===== src/rtl/pcov_pkg.sv =====
package pcov_pkg;

  typedef enum logic [1:0] {
    CLS_NEUTRAL  = 2'b00,
    CLS_POSITIVE = 2'b01,
    CLS_NEGATIVE = 2'b10
  } cls_e;

  // Ratio test without a divider: keep when useful/issued >= 7/8,
  // drop when useful/issued < 1/8, both gated by a minimum sample size.
  function automatic logic [1:0] rate_slot(input logic [15:0] issued,
                                           input logic [15:0] useful,
                                           input int          min_issued);
    logic [19:0] useful_x8;
    logic [19:0] issued_x7;
    useful_x8 = {4'd0, useful} << 3;
    issued_x7 = 20'(issued) * 20'd7;
    if (int'(issued) < min_issued)  return CLS_NEUTRAL;
    if (useful_x8 >= issued_x7)     return CLS_POSITIVE;
    if (useful_x8 < 20'(issued))    return CLS_NEGATIVE;
    return CLS_NEUTRAL;
  endfunction

endpackage


===== src/rtl/pcov_window.sv =====
module pcov_window #(
  parameter int INTERVAL = 512,
  parameter int NUM_IP   = 4,
  localparam int TICK_W  = $clog2(INTERVAL),
  localparam int IP_W    = $clog2(NUM_IP)
) (
  input  logic            clk,
  input  logic            rst_n,
  output logic            scan_fire,
  output logic [IP_W-1:0] scan_idx
);
  logic [TICK_W-1:0] tick_q;
  logic              active_q;
  logic [IP_W-1:0]   idx_q;
  logic              window_end;

  assign window_end = (tick_q == TICK_W'(INTERVAL - 1));

  always_ff @(posedge clk) begin
    if (!rst_n) begin
      tick_q   <= '0;
      active_q <= 1'b0;
      idx_q    <= '0;
    end else begin
      tick_q <= window_end ? '0 : tick_q + 1'b1;
      if (window_end) begin
        active_q <= 1'b1;
        idx_q    <= '0;
      end else if (active_q) begin
        idx_q <= idx_q + 1'b1;
        if (idx_q == IP_W'(NUM_IP - 1)) active_q <= 1'b0;
      end
    end
  end

  assign scan_fire = active_q;
  assign scan_idx  = idx_q;
endmodule


===== src/rtl/pcov_slot.sv =====
module pcov_slot #(
  parameter int CNT_W = 8
) (
  input  logic             clk,
  input  logic             rst_n,
  input  logic             inc_issue,
  input  logic             inc_hit,
  input  logic             clr,
  output logic [CNT_W-1:0] issued_q,
  output logic [CNT_W-1:0] useful_q,
  output logic             halve_evt
);
  logic [CNT_W:0] issued_nx;
  logic [CNT_W:0] useful_nx;

  always_comb begin
    issued_nx = (clr ? '0 : {1'b0, issued_q}) + {{CNT_W{1'b0}}, inc_issue};
    useful_nx = (clr ? '0 : {1'b0, useful_q}) + {{CNT_W{1'b0}}, inc_hit};
    halve_evt = issued_nx[CNT_W] | useful_nx[CNT_W];
  end

  always_ff @(posedge clk) begin
    if (!rst_n) begin
      issued_q <= '0;
      useful_q <= '0;
    end else if (halve_evt) begin
      issued_q <= issued_nx[CNT_W:1];
      useful_q <= useful_nx[CNT_W:1];
    end else begin
      issued_q <= issued_nx[CNT_W-1:0];
      useful_q <= useful_nx[CNT_W-1:0];
    end
  end
endmodule


===== src/rtl/pcov_report.sv =====
module pcov_report #(
  parameter int NUM_IP     = 4,
  parameter int CNT_W      = 8,
  parameter int MIN_ISSUED = 16,
  localparam int IP_W      = $clog2(NUM_IP)
) (
  input  logic             clk,
  input  logic             rst_n,
  input  logic             scan_fire,
  input  logic [IP_W-1:0]  scan_idx,
  input  logic [CNT_W-1:0] rpt_issued,
  input  logic [CNT_W-1:0] rpt_useful,
  output logic             cls_valid,
  output logic [IP_W-1:0]  cls_ip,
  output logic [1:0]       cls_code
);
  import pcov_pkg::*;

  always_ff @(posedge clk) begin
    if (!rst_n) begin
      cls_valid <= 1'b0;
      cls_ip    <= '0;
      cls_code  <= CLS_NEUTRAL;
    end else begin
      cls_valid <= scan_fire;
      if (scan_fire) begin
        cls_ip   <= scan_idx;
        cls_code <= rate_slot(16'(rpt_issued), 16'(rpt_useful), MIN_ISSUED);
      end
    end
  end
endmodule


===== src/rtl/pcov_classifier.sv =====
module pcov_classifier #(
  parameter int NUM_IP     = 4,
  parameter int CNT_W      = 8,
  parameter int MIN_ISSUED = 16,
  parameter int INTERVAL   = 512,
  localparam int IP_W      = $clog2(NUM_IP)
) (
  input  logic            clk,
  input  logic            rst_n,
  input  logic            pf_issue_i,
  input  logic [IP_W-1:0] pf_issue_ip_i,
  input  logic            pf_hit_i,
  input  logic [IP_W-1:0] pf_hit_ip_i,
  output logic            cls_valid_o,
  output logic [IP_W-1:0] cls_ip_o,
  output logic [1:0]      cls_code_o
);
  logic                         scan_fire;
  logic [IP_W-1:0]              scan_idx;
  logic [NUM_IP-1:0][CNT_W-1:0] issued_q;
  logic [NUM_IP-1:0][CNT_W-1:0] useful_q;
  logic [NUM_IP-1:0]            halve_evt;
  logic [NUM_IP-1:0]            clr_evt;
  logic [CNT_W-1:0]             rpt_issued;
  logic [CNT_W-1:0]             rpt_useful;

  pcov_window #(.INTERVAL(INTERVAL), .NUM_IP(NUM_IP)) u_window (
    .clk(clk), .rst_n(rst_n), .scan_fire(scan_fire), .scan_idx(scan_idx)
  );

  for (genvar s = 0; s < NUM_IP; s++) begin : g_slot
    assign clr_evt[s] = scan_fire && (scan_idx == IP_W'(s));
    pcov_slot #(.CNT_W(CNT_W)) u_slot (
      .clk       (clk),
      .rst_n     (rst_n),
      .inc_issue (pf_issue_i && (pf_issue_ip_i == IP_W'(s))),
      .inc_hit   (pf_hit_i && (pf_hit_ip_i == IP_W'(s))),
      .clr       (clr_evt[s]),
      .issued_q  (issued_q[s]),
      .useful_q  (useful_q[s]),
      .halve_evt (halve_evt[s])
    );
  end

  assign rpt_issued = issued_q[scan_idx];
  assign rpt_useful = useful_q[scan_idx];

  pcov_report #(.NUM_IP(NUM_IP), .CNT_W(CNT_W), .MIN_ISSUED(MIN_ISSUED)) u_report (
    .clk(clk), .rst_n(rst_n), .scan_fire(scan_fire), .scan_idx(scan_idx),
    .rpt_issued(rpt_issued), .rpt_useful(rpt_useful),
    .cls_valid(cls_valid_o), .cls_ip(cls_ip_o), .cls_code(cls_code_o)
  );
endmodule


===== config.mk =====
export PLATFORM = sky130hd
export DESIGN_NAME = pcov_classifier
export DESIGN_NICKNAME = d
export VERILOG_FILES = /design/src/rtl/pcov_pkg.sv /design/src/rtl/pcov_window.sv /design/src/rtl/pcov_slot.sv /design/src/rtl/pcov_report.sv /design/src/rtl/pcov_classifier.sv
export SDC_FILE = /design/constraint.sdc
export NUM_CORES = 1
export LEC_CHECK = 0
export BUFFER_PORTS_ARGS = -buffer_cell sky130_fd_sc_hd__buf_2
export CAP_MARGIN = 15
export CORE_ASPECT_RATIO = 0.5
export CORE_MARGIN = 4
export CORE_UTILIZATION = 58
export CTS_CLUSTER_SIZE = 16
export DETAILED_ROUTE_END_ITERATION = 12
export GPL_TIMING_DRIVEN = 0
export MAX_ROUTING_LAYER = met4
export PLACE_DENSITY = 0.87
export SYNTH_ARGS = -nofsm -noshare
export SYNTH_HDL_FRONTEND = slang
export SYNTH_SLANG_ARGS = --single-unit

===== constraint.sdc =====
create_clock -name clk -period 4 [get_ports clk]
set_input_delay 0.8 -clock clk [delete_from_list [all_inputs] [get_ports clk]]
set_output_delay 0.8 -clock clk [all_outputs]
set_load 0.01 [all_outputs]

==> results.cfg <==
[yosys]
syn_area_per_cell_sq_um = 9.00
synth_cells = 640
synthDistinctLibCells = 58
synth_compound_area_frac = 0.140
synthFlopType = dfxtp_1
syn_area_sq_mm = 0.00576
synthXorXnorAreaFrac = 0.0684
synth-edff-count = 0
yosys-mux-area-fraction = 0.101
synth_fa_ha_area_frac = 0.134
synth-seq-cells = 81
syn-num-nets = 705
synth_top_family_by_area = simple AND/OR/NAND/NOR gates
yosysWarnings = 0
async_flop_share = 0
seq_area_frac_synth = 0.282
yosys.area_share.simple = 0.232

[floorplanning]
rows = 25
start_util = 0.602
io_pins = 13
die_area_sq_mm = 0.0117
die_h_um = 78.5
core_sq_mm = 0.00957
die_x_um = 149

[global_route]
track_usage = 0.271
grt_max_degree = 17
grt_pass1_wl_um = 24300
grt_use_met1 = 0.346
gr-total-overflow = 0
grt_use_met2 = 0.411
grt.met3_usage = 0.0634
grt_pass1_vias = 4960
antenna_found_initial = 0
busiest_layer = met2

[clocking]
htree_levels = 3
clock_latency_ps = 350
cts_buffers = 9
cts_max_path_buffers = 2
clockRootBuffer = clkbuf_16
cts_tree = built
clkSlewWorstSetupHoldPaths_ps = 70
cts.sinks = 81
hold_buffers = 0

[timing]
max-slew-margin-rel = 0.561
setup_violations = 0
timing.final.crit_period_ps = 4000
holdWs_ps = 447
tightest_slew_ps = 659
finalMaxSlewViolations = 0
setup_ws_ps = 4.61
worst_clock_skew_ps = 7.57
period_share = 0.999
fmax_mhz = 250
hold_viol = 0
rsz0062_at_grt = true

[finish]
fin_nets = 743
multi_input_area_sq_mm = 0.00391
fin_area_sq_mm = 0.00649
fillers = 708
syn_to_final_growth_pct = 12.7
drive_above_1_share = 0.143
seq_area_sq_mm = 0.00162
stdcell_count = 819

[setup_path]
path_class = register to register
critPathRequiredTime_ps = 4240
start_kind = register
end_kind = register
path_max_fanout = 5
cp.arrival_ps = 4230

[pwr]
power.leakage_nw = 2.68
cellPowerDensity_mw_per_mm2 = 272
ir_drop_mv = 0.211

[detailed_routing]
drtIter0Drc = 662
drt_wl_total_um = 15100
dr.pass1.iters = 6
vias = 5107
vias_per_cell = 6.24
avgRoutedWirePerCell_um = 18.5
drtAntennaViolNets = 0
drc = 0

[place]
port_buffers = 12
dp_cells = 787
dp_slack_ps = -471
dpl.hpwl_um = 10900
gp_congestion = 0.972
place_area_sq_mm = 0.00603

[hold_path]
hold_class = register to register

[outcome]
outcome = finished, final reports clean

[run]
maxCapViolCount = 0
critical path: stages (launching register included):
cell and delay (ps):
dfxtp_2 350, buf_6 130, clkbuf_16 150, mux4_2 590
fa_1 460, ha_2 220, fa_2 390, a21o_1 180
a21oi_2 170, o21bai_1 120, a21o_1 190, a31oi_1 200
ha_1 280, nand3_2 80, a21o_1 90, o211ai_1 110
a22o_1 190
state kept, by name, indices dropped and copies added, names as in the netlist:
| name | flops |
|---|---|
| u_window.scan_idx | 2 |
| u_report.cls_ip | 2 |
| g_slot.u_slot.useful_q | 32 |
| u_window.tick_q | 9 |
| u_report.cls_code | 2 |
| u_window.scan_fire | 1 |
| g_slot.u_slot.issued_q | 32 |
| u_report.cls_valid | 1 |
stage by stage:
stage	TNS [ps]	power, W	util
3_3_place_gp	-712	0.000913	0.630
2_1_floorplan	0	0.000889	-
6_report	0	0.00177	0.678
5_1_grt	-295	0.00182	0.678
3_5_place_dp	-880	0.000916	0.630
4_1_cts	0	0.00177	0.671
per-layer routing:
metal	wire length (um)	vias to the layer above
li1	-	2348
met1	6390	2442
met2	6520	264
met3	1630	53
met4	561	0
met5	0	-
timing repair:
action	CTS	global route
buffers inserted	7	8
pin swaps	6	12
setup endpoints to repair	3	2
resized for setup	8	5
placed cells by master, fill, tap and decap left out, types with 10 or more instances in the layout:
| cell | count |
|---|---|
| nand2_1 | 49 |
| o211a_1 | 10 |
| nor2_1 | 48 |
| xnor2_1 | 22 |
| ha_1 | 48 |
| a21boi_0 | 22 |
| xor2_1 | 23 |
| o21ai_0 | 23 |
| a21oi_1 | 18 |
| buf_4 | 17 |
| buf_2 | 21 |
| nand3_1 | 41 |
| clkbuf_1 | 11 |
| mux4_2 | 15 |
| mux2i_1 | 20 |
| and2_1 | 22 |
| dfxtp_1 | 79 |
| nor2b_1 | 31 |
| or3_1 | 12 |
| clkbuf_16 | 10 |
| inv_1 | 22 |
path summary, 6_finish.rpt:
kind | startpoint | end | slack (ps) | cells past startpoint
min | u_window.tick_q[0]$_SDFF_PP0_ | u_window.tick_q[0]$_SDFF_PP0_ | 450 | 1
max reg2reg | u_window.scan_idx[0]$_SDFFE_PP0P_ | u_report.cls_code[0]$_SDFFE_PN0P_ | 5 | 16
max | u_window.scan_idx[0]$_SDFFE_PP0P_ | u_report.cls_code[0]$_SDFFE_PN0P_ | 5 | 16
min reg2reg | u_window.tick_q[0]$_SDFF_PP0_ | u_window.tick_q[0]$_SDFF_PP0_ | 450 | 1
logic make-up after synthesis:
| kind of cell | Yosys count |
|---|---|
| flops | 81 |
| compound gates | 116 |
| simple gates | 251 |
| xor+xnor | 45 |
| fa+ha+maj | 57 |
| buf+inv | 53 |
| mux | 37 |
Yosys cell counts (15+ instances only):
library cell	instances	area share
a21boi_0	22	0.029
a21oi_1	20	0.017
and2_1	22	0.024
dfxtp_1	81	0.28
ha_1	49	0.11
inv_1	22	0.014
mux2i_1	20	0.035
mux4_2	15	0.059
nand2_1	49	0.032
nand3_1	42	0.036
nor2_1	48	0.031
nor2b_1	31	0.034
o21ai_0	25	0.022
xnor2_1	22	0.033
xor2_1	23	0.035
final cells by class:
class                           count  share of cell area
Clock buffer                        9              0.0347
Multi-Input combinational cell    506               0.603
Sequential cell                    81               0.250
Timing Repair Buffer               27              0.0272
Buffer                             31              0.0333
Clock inverter                      7              0.0129
Tap cell                          135              0.0260
Antenna cell                        1            0.000385
Inverter                           22              0.0127
power breakdown:
group | switching [W] | internal (W) | total [W]
clock | 0.000368 | 0.000496 | 0.000864
combinational | 0.0000453 | 0.0000360 | 0.0000813
sequential | 0.00000709 | 0.000815 | 0.000822
total | 0.000421 | 0.00135 | 0.00177
Power figures use the tool's default switching activity.
